<file path="src/rtl/vmx_pkg.sv">
package vmx_pkg;
  typedef enum logic [1:0] {
    XS_OK   = 2'b00,
    XS_PAGE = 2'b01,
    XS_PROT = 2'b10
  } xl_status_e;

  localparam int PTE_V_BIT = 15;
  localparam int PTE_R_BIT = 14;
  localparam int PTE_W_BIT = 13;

  function automatic logic access_ok(input logic can_rd, input logic can_wr, input logic is_wr);
    return is_wr ? can_wr : can_rd;
  endfunction
endpackage

</file>
<file path="src/rtl/vmx_tlb.sv">
module vmx_tlb #(
  parameter int SETS  = 4,
  parameter int WAYS  = 4,
  parameter int TAG_W = 6,
  parameter int PPN_W = 6,
  localparam int SET_W = $clog2(SETS),
  localparam int WAY_W = $clog2(WAYS),
  localparam int N     = SETS * WAYS
) (
  input  logic             clk,
  input  logic             rst_n,
  input  logic             flush,
  input  logic [SET_W-1:0] lk_set,
  input  logic [TAG_W-1:0] lk_tag,
  output logic             lk_hit,
  output logic [PPN_W-1:0] lk_ppn,
  output logic             lk_rd,
  output logic             lk_wr,
  input  logic             fill_en,
  input  logic [SET_W-1:0] fill_set,
  input  logic [TAG_W-1:0] fill_tag,
  input  logic [PPN_W-1:0] fill_ppn,
  input  logic             fill_rd,
  input  logic             fill_wr
);
  logic [N-1:0]       vld_q, vld_d;
  logic [TAG_W-1:0]   tag_q [N];
  logic [PPN_W-1:0]   ppn_q [N];
  logic [N-1:0]       rd_q, wr_q;
  logic [WAY_W-1:0]   rr_q [SETS];
  logic [WAY_W-1:0]   rr_d [SETS];
  logic [WAYS-1:0]    hit_vec;
  logic [WAY_W-1:0]   vic_way;
  logic               have_free;
  logic               fill_go;
  logic [SET_W+WAY_W-1:0] fill_idx;

  // one comparator per way of the addressed set
  for (genvar g = 0; g < WAYS; g++) begin : g_cmp
    assign hit_vec[g] = vld_q[{lk_set, WAY_W'(g)}] &&
                        (tag_q[{lk_set, WAY_W'(g)}] == lk_tag);
  end

  assign lk_hit = |hit_vec;

  always_comb begin
    lk_ppn = '0;
    lk_rd  = 1'b0;
    lk_wr  = 1'b0;
    for (int w = 0; w < WAYS; w++) begin
      if (hit_vec[w]) begin
        lk_ppn = lk_ppn | ppn_q[{lk_set, WAY_W'(w)}];
        lk_rd  = lk_rd  | rd_q[{lk_set, WAY_W'(w)}];
        lk_wr  = lk_wr  | wr_q[{lk_set, WAY_W'(w)}];
      end
    end
  end

  // victim: lowest invalid way, else the set's rotating pointer
  always_comb begin
    have_free = 1'b0;
    vic_way   = rr_q[fill_set];
    for (int w = WAYS - 1; w >= 0; w--) begin
      if (!vld_q[{fill_set, WAY_W'(w)}]) begin
        have_free = 1'b1;
        vic_way   = WAY_W'(w);
      end
    end
  end

  assign fill_go  = fill_en && !flush;
  assign fill_idx = {fill_set, vic_way};

  always_comb begin
    vld_d = vld_q;
    for (int s = 0; s < SETS; s++) rr_d[s] = rr_q[s];
    if (flush) begin
      vld_d = '0;
    end else if (fill_go) begin
      vld_d[fill_idx] = 1'b1;
      if (!have_free) rr_d[fill_set] = rr_q[fill_set] + 1'b1;
    end
  end

  always_ff @(posedge clk or negedge rst_n) begin
    if (!rst_n) begin
      vld_q <= '0;
      for (int s = 0; s < SETS; s++) rr_q[s] <= '0;
    end else begin
      vld_q <= vld_d;
      for (int s = 0; s < SETS; s++) rr_q[s] <= rr_d[s];
    end
  end

  always_ff @(posedge clk) begin
    if (fill_go) begin
      tag_q[fill_idx] <= fill_tag;
      ppn_q[fill_idx] <= fill_ppn;
      rd_q[fill_idx]  <= fill_rd;
      wr_q[fill_idx]  <= fill_wr;
    end
  end

  assert_single_hit_R8: assert property (@(posedge clk) disable iff (!rst_n)
    $onehot0(hit_vec));
  assert_flush_clears_R9: assert property (@(posedge clk) disable iff (!rst_n)
    flush |=> (vld_q == '0));
  assert_fill_free_R8: assert property (@(posedge clk) disable iff (!rst_n)
    (fill_go && have_free) |=> ($countones(vld_q) == $past($countones(vld_q)) + 1));
  assert_fill_full_R8: assert property (@(posedge clk) disable iff (!rst_n)
    (fill_go && !have_free) |=> ($countones(vld_q) == $past($countones(vld_q))));
endmodule

</file>
<file path="src/rtl/vmx_walk.sv">
module vmx_walk
  import vmx_pkg::*;
#(
  parameter int VA_W  = 14,
  parameter int PA_W  = 12,
  parameter int OFF_W = 6,
  parameter int PT_AW = 10,
  parameter int PTE_W = 16,
  localparam int VPN_W = VA_W - OFF_W,
  localparam int PPN_W = PA_W - OFF_W
) (
  input  logic             clk,
  input  logic             rst_n,
  input  logic             req_valid,
  output logic             req_ready,
  input  logic [VA_W-1:0]  req_vaddr,
  input  logic             req_write,
  input  logic [PT_AW-1:0] pt_base,
  input  logic             lk_hit,
  input  logic [PPN_W-1:0] lk_ppn,
  input  logic             lk_rd,
  input  logic             lk_wr,
  output logic             pt_rd_en,
  output logic [PT_AW-1:0] pt_rd_addr,
  input  logic [PTE_W-1:0] pt_rd_data,
  output logic             fill_en,
  output logic [VPN_W-1:0] fill_vpn,
  output logic [PPN_W-1:0] fill_ppn,
  output logic             fill_rd,
  output logic             fill_wr,
  output logic             rsp_valid,
  output logic [PA_W-1:0]  rsp_paddr,
  output logic [1:0]       rsp_status
);
  typedef enum logic {W_IDLE, W_WAIT} wst_e;

  wst_e             st_q, st_d;
  logic [VPN_W-1:0] vpn_q;
  logic [OFF_W-1:0] off_q;
  logic             wr_q;
  logic             cap_en;
  logic             rv_q, rv_d;
  xl_status_e       rs_q, rs_d;
  logic [PA_W-1:0]  rp_q, rp_d;
  logic             pte_v, pte_r, pte_w;

  assign pte_v = pt_rd_data[PTE_V_BIT];
  assign pte_r = pt_rd_data[PTE_R_BIT];
  assign pte_w = pt_rd_data[PTE_W_BIT];

  assign pt_rd_addr = pt_base + PT_AW'(req_vaddr[VA_W-1:OFF_W]);
  assign fill_vpn   = vpn_q;
  assign fill_ppn   = pt_rd_data[PPN_W-1:0];
  assign fill_rd    = pte_r;
  assign fill_wr    = pte_w;

  always_comb begin
    st_d      = st_q;
    req_ready = (st_q == W_IDLE);
    pt_rd_en  = 1'b0;
    cap_en    = 1'b0;
    fill_en   = 1'b0;
    rv_d      = 1'b0;
    rs_d      = XS_OK;
    rp_d      = '0;
    case (st_q)
      W_IDLE: begin
        if (req_valid) begin
          cap_en = 1'b1;
          if (lk_hit) begin
            rv_d = 1'b1;
            if (access_ok(lk_rd, lk_wr, req_write)) rp_d = {lk_ppn, req_vaddr[OFF_W-1:0]};
            else                                     rs_d = XS_PROT;
          end else begin
            pt_rd_en = 1'b1;
            st_d     = W_WAIT;
          end
        end
      end
      default: begin
        rv_d = 1'b1;
        st_d = W_IDLE;
        if (!pte_v) begin
          rs_d = XS_PAGE;
        end else if (!access_ok(pte_r, pte_w, wr_q)) begin
          rs_d = XS_PROT;
        end else begin
          fill_en = 1'b1;
          rp_d    = {pt_rd_data[PPN_W-1:0], off_q};
        end
      end
    endcase
  end

  always_ff @(posedge clk or negedge rst_n) begin
    if (!rst_n) begin
      st_q <= W_IDLE;
      rv_q <= 1'b0;
      rs_q <= XS_OK;
      rp_q <= '0;
    end else begin
      st_q <= st_d;
      rv_q <= rv_d;
      rs_q <= rs_d;
      rp_q <= rp_d;
    end
  end

  always_ff @(posedge clk) begin
    if (cap_en) begin
      vpn_q <= req_vaddr[VA_W-1:OFF_W];
      off_q <= req_vaddr[OFF_W-1:0];
      wr_q  <= req_write;
    end
  end

  assign rsp_valid  = rv_q;
  assign rsp_paddr  = rp_q;
  assign rsp_status = rs_q;

  assert_walk_gap_R4: assert property (@(posedge clk) disable iff (!rst_n)
    pt_rd_en |=> (!rsp_valid && !req_ready));
  assert_walk_done_R4: assert property (@(posedge clk) disable iff (!rst_n)
    pt_rd_en |=> ##1 rsp_valid);
  assert_hit_next_R3: assert property (@(posedge clk) disable iff (!rst_n)
    (req_valid && req_ready && lk_hit) |=> rsp_valid);
  assert_fault_zero_R6: assert property (@(posedge clk) disable iff (!rst_n)
    (rsp_valid && rsp_status != XS_OK) |-> (rsp_paddr == '0));
  assert_rsp_cause_R10: assert property (@(posedge clk) disable iff (!rst_n)
    rsp_valid |-> ($past(req_valid && req_ready && lk_hit) || $past(st_q == W_WAIT)));
  assert_status_code_R5: assert property (@(posedge clk) disable iff (!rst_n)
    rsp_valid |-> (rsp_status != 2'b11));
endmodule

</file>
<file path="src/rtl/vm_xlate_unit.sv">
module vm_xlate_unit #(
  parameter int VA_W       = 14,
  parameter int PA_W       = 12,
  parameter int PAGE_BYTES = 64,
  parameter int TLB_SETS   = 4,
  parameter int TLB_WAYS   = 4,
  parameter int PT_AW      = 10,
  parameter int PTE_W      = 16
) (
  input  logic             clk,
  input  logic             rst_n,
  input  logic             flush,
  input  logic [PT_AW-1:0] pt_base,
  input  logic             req_valid,
  output logic             req_ready,
  input  logic [VA_W-1:0]  req_vaddr,
  input  logic             req_write,
  output logic             rsp_valid,
  output logic [PA_W-1:0]  rsp_paddr,
  output logic [1:0]       rsp_status,
  output logic             pt_rd_en,
  output logic [PT_AW-1:0] pt_rd_addr,
  input  logic [PTE_W-1:0] pt_rd_data
);
  localparam int OFF_W = $clog2(PAGE_BYTES);
  localparam int VPN_W = VA_W - OFF_W;
  localparam int PPN_W = PA_W - OFF_W;
  localparam int SET_W = $clog2(TLB_SETS);
  localparam int TAG_W = VPN_W - SET_W;

  logic             lk_hit, lk_rd, lk_wr;
  logic [PPN_W-1:0] lk_ppn;
  logic             fill_en, fill_rd, fill_wr;
  logic [VPN_W-1:0] fill_vpn;
  logic [PPN_W-1:0] fill_ppn;

  vmx_tlb #(.SETS(TLB_SETS), .WAYS(TLB_WAYS), .TAG_W(TAG_W), .PPN_W(PPN_W)) u_tlb (
    .clk      (clk),
    .rst_n    (rst_n),
    .flush    (flush),
    .lk_set   (req_vaddr[OFF_W+SET_W-1:OFF_W]),
    .lk_tag   (req_vaddr[VA_W-1:OFF_W+SET_W]),
    .lk_hit   (lk_hit),
    .lk_ppn   (lk_ppn),
    .lk_rd    (lk_rd),
    .lk_wr    (lk_wr),
    .fill_en  (fill_en),
    .fill_set (fill_vpn[SET_W-1:0]),
    .fill_tag (fill_vpn[VPN_W-1:SET_W]),
    .fill_ppn (fill_ppn),
    .fill_rd  (fill_rd),
    .fill_wr  (fill_wr)
  );

  vmx_walk #(.VA_W(VA_W), .PA_W(PA_W), .OFF_W(OFF_W), .PT_AW(PT_AW), .PTE_W(PTE_W)) u_walk (
    .clk        (clk),
    .rst_n      (rst_n),
    .req_valid  (req_valid),
    .req_ready  (req_ready),
    .req_vaddr  (req_vaddr),
    .req_write  (req_write),
    .pt_base    (pt_base),
    .lk_hit     (lk_hit),
    .lk_ppn     (lk_ppn),
    .lk_rd      (lk_rd),
    .lk_wr      (lk_wr),
    .pt_rd_en   (pt_rd_en),
    .pt_rd_addr (pt_rd_addr),
    .pt_rd_data (pt_rd_data),
    .fill_en    (fill_en),
    .fill_vpn   (fill_vpn),
    .fill_ppn   (fill_ppn),
    .fill_rd    (fill_rd),
    .fill_wr    (fill_wr),
    .rsp_valid  (rsp_valid),
    .rsp_paddr  (rsp_paddr),
    .rsp_status (rsp_status)
  );

  assert_reset_quiet_R1: assert property (@(posedge clk) disable iff (!rst_n)
    $rose(rst_n) |-> (!rsp_valid && req_ready));
endmodule

</file>
<file path="config.mk">
export PLATFORM = sky130hd
export DESIGN_NAME = vm_xlate_unit
export DESIGN_NICKNAME = d
export VERILOG_FILES = /design/src/rtl/vmx_pkg.sv /design/src/rtl/vmx_tlb.sv /design/src/rtl/vmx_walk.sv /design/src/rtl/vm_xlate_unit.sv
export SDC_FILE = /design/constraint.sdc
export NUM_CORES = 1
export LEC_CHECK = 0
export BUFFER_PORTS_ARGS = -buffer_cell sky130_fd_sc_hd__buf_2
export CAP_MARGIN = 25
export CORE_MARGIN = 5
export CORE_UTILIZATION = 65
export CTS_CLUSTER_DIAMETER = 30
export CTS_CLUSTER_SIZE = 40
export DETAILED_ROUTE_END_ITERATION = 10
export PLACE_DENSITY = 0.85
export SKIP_LAST_GASP = 1
export SYNTH_ARGS = -nofsm -noshare
export SYNTH_HDL_FRONTEND = slang
export SYNTH_SLANG_ARGS = --single-unit
</file>
<file path="constraint.sdc">
create_clock -name clk -period 4.2 [get_ports clk]
set_input_delay 0.42 -clock clk [delete_from_list [all_inputs] [get_ports clk]]
set_output_delay 0.42 -clock clk [all_outputs]
set_load 0.01 [all_outputs]
</file>
==> flow_summary.toml <==
[yosys]
synth_warnings = 0
synthMuxAreaShare = 0.129
synth_compound_area_frac = 0.0441
ys_top_cells_by_area = "edfxtp_1 62%, mux4_2 9.1%, dfrtp_1 8.6%"
net_count_of_the_mapped_netlist = 719
synth-edff-count = 239
distinct_cell_type_count_of_the_synthesized_netlist = 53
main_combinational_cell_family_by_area_after_synthesis = "multiplexers"
async_reset_ff_frac = 0.143
synth_flop_cell = "edfxtp_1"
synthDominantAreaCellType = "edfxtp_1"
synth_simple_gate_area_share = 0.0494
synth_seq_cells = 279
synth_seq_area_share = 0.705
syn-cell-area_mm2 = 0.0116
synth_area_per_cell_um2 = 17.5
synthXorXnorAreaFrac = 0.0362
post_synth_fa_ha_maj_area_fraction = 0.0103
mapped_cells = 665
yosys.area.top_type_share = 0.618

[power]
total_leakage_power_nw = 4.99
total_power_divided_by_cell_area_mw_per_mm2 = 508
total_power_mw = 6.98
worst_ir_drop_vdd_v = 0.000415

[drt]
dr.first_iter.drc_count = 623
post_drt_via_cell_ratio = 6.47
detail_route.first_pass.iterations = 5
route.detailed.wl_per_inst_um = 26.3
drc = 0
wirelength_um = 27200
dr_total_vias = 6682
antenna_violating_nets_post_route = 0

[final_layout]
instances_no_fill = 1032
layout_commonest_cell = "edfxtp_1"
final.fill_count = 849
multi_input_area_mm2 = 0.00312
share_of_post_route_cells_with_drive_strength_above_1 = 0.296
ff_latch_area_mm2 = 0.00818
most-common-layout-cells = "239 x edfxtp_1, 63 x buf_2, 47 x mux4_2"
area_delta_synth_final_pct = 18.5
antenna-diode-count = 0
nets = 827

[worst_setup_path]
worstPathArrival_ns = 3.20
worst_path_dominant_cell_family = "simple AND/OR/NAND/NOR gates"
crit_fanout = 23
critical-path-slowest-cell = "nor4_1"
worstSetupPathType = "in2out"
cp.required_ns = 3.78
worstSetupEndpointType = "output port"
critical_path.max_stage_delay_ns = 0.56
critical_path.cell_chain = "buf_4 -> buf_4 -> mux2i_1 -> xnor2_1 -> nor3_1 -> o211ai_1 -> nor2_2 -> nor4_1 -> and2_1 -> buf_2"
crit_buf_inv = 3
crit_start_category = "input pin"
crit_path_frequent_cell = "buf_4"

[timing]
layout_min_cycle_time_ns = 3.62
clock-skew-final_ns = 0.0278
hold_ws_ns = 0.0980
final.setup.worst_slack_ns = 0.577
grt_setup_unrepaired = "false"
hold_viol_final = 0
setup_total_negative_slack_ns = 0
max_slew_margin = 0.302
count_of_endpoints_failing_setup_in_the_final_report = 0
timing.final.max_slew_violations = 0
timing_worst_slew_pin_value_ns = 1.04
final.period_utilization = 0.863
max_freq_mhz = 276

[clock_network]
tritoncts_clock_tree = "done"
clockBufferDepth = 3
clkTransAtPathRegs_ns = 0.05
cts.repair_timing.setup_buffer_count = 0
worst_skew_pair.late_latency_ns = 0.53
cts-buffers-inserted = 44
clock-sinks = 279
postCtsResizedCells = 0
cts_max_level = 2
cts_root_buf = "clkbuf_16"

[floorplan]
coreArea_mm2 = 0.0174
floorplan.die.width_um = 144
starting_density = 0.666
die_area_mm2 = 0.0206
io_pins = 72
die-height_um = 144
core.rowCount = 48

[place]
io_buffers = 64
pre_cts_ws_ns = 0.428
placed_cells = 950
dp_hpwl_um = 15400
globalplace.congestion = 0.827

[grt]
grt_start_max_net_pins = 41
grt_use_total = 0.276
grt_pass1_vias = 7215
grt_antenna_before_repair = 0
grt_pass1_wl_um = 42100
remaining_overflow_grt = 0

[outcome]
outcome = "completed"

[flow_run]
timing.max_cap.violations = 0

[worst_hold_path]
min_path_type = "in2reg"
-- metrics by stage --
step / utilization / instance area, um^2
after detailed placement: 0.702 / 12200
after floorplan: - / 11600
final: 0.790 / 13800
after CTS: 0.788 / 13700
after global routing: 0.790 / 13800
after global placement: 0.702 / 12200
-- where the power goes --
part | internal [mW] | switching (mW)
sequential | 3.03 | 0.0219
combinational | 0.132 | 0.186
clock | 2.29 | 1.32
-- sequential cells by signal, indices dropped and copies added (netlist names) --
| name | cells |
|---|---|
| u_tlb.ppn_q | 96 |
| u_walk.rsp_valid | 1 |
| u_walk.fill_vpn | 8 |
| u_tlb.rr_q | 8 |
| u_walk.rsp_paddr | 12 |
| u_tlb.vld_q | 16 |
| u_tlb.rd_q | 16 |
| u_tlb.wr_q | 16 |
| u_walk.rsp_status | 2 |
| u_walk.wr_q | 1 |
| u_tlb.tag_q | 96 |
| u_walk.st_q | 1 |
| u_walk.off_q | 6 |
-- layer usage --
metal,vias up,GRT usage,part of all wire
met5,-,0,0
met4,0,0.113,0.040
met3,91,0.0542,0.087
met2,421,0.457,0.50
met1,3375,0.366,0.37
li1,2795,-,-
-- Yosys cell counts (8+ instances only) --
cell        n
nor3_1     11
mux4_2     47
xnor2_1    38
dfrtp_1    40
ha_1        8
edfxtp_1  239
o22ai_1    17
nand2_1    25
inv_1      33
o31ai_2    10
buf_2       8
clkbuf_1    9
nor2_1     28
mux2_2     12
and2_1     18
xor2_1     10
mux2i_1    30
-- worst paths after layout --
kind / startpoint / slack, ns / cells after the start / to
worst max-delay path: req_vaddr[6] / 0.58 / 10 / pt_rd_en
worst min-delay path: req_vaddr[5] / 0.1 / 1 / u_walk.off_q[5]$_DFFE_PP_
worst max register to register: u_walk.fill_vpn[0]$_DFFE_PP_ / 0.94 / 7 / u_tlb.rd_q[7]$_DFFE_PP_
worst min register to register: u_walk.off_q[4]$_DFFE_PP_ / 0.46 / 2 / u_walk.rsp_paddr[4]$_DFF_PN0_
max in group asynchronous: rst_n / 3.54 / 3 / u_walk.rsp_paddr[11]$_DFF_PN0_
min in group asynchronous: rst_n / 0.22 / 2 / u_tlb.vld_q[15]$_DFFE_PN0P_
-- area by class of cell --
cell class | count | share of cell area
clock inverter | 27 | 0.0233
inverter | 34 | 0.00928
sequential | 279 | 0.594
tap | 225 | 0.0205
timing repair buffer | 91 | 0.0402
clock buffer | 53 | 0.0855
multi-input combinational | 323 | 0.227
-- kinds of logic (layout without fill, tap and decap cells) --
| logic type | Yosys count | in the layout |
|---|---|---|
| buffers and inverters | 63 | 205 |
| XOR/XNOR | 48 | 48 |
| flip-flops | 279 | 279 |
| AO/OA/AOI/OAI | 64 | 64 |
| adder cells (fa/ha/maj) | 9 | 9 |
| AND/OR/NAND/NOR | 113 | 113 |
| multiplexers | 89 | 89 |
-- repair_timing --
action	CTS	global route
endpoints found under the hold margin	0	40
endpoints found under the setup margin	0	0
hold buffers	0	1
Power figures use the tool's default switching activity.
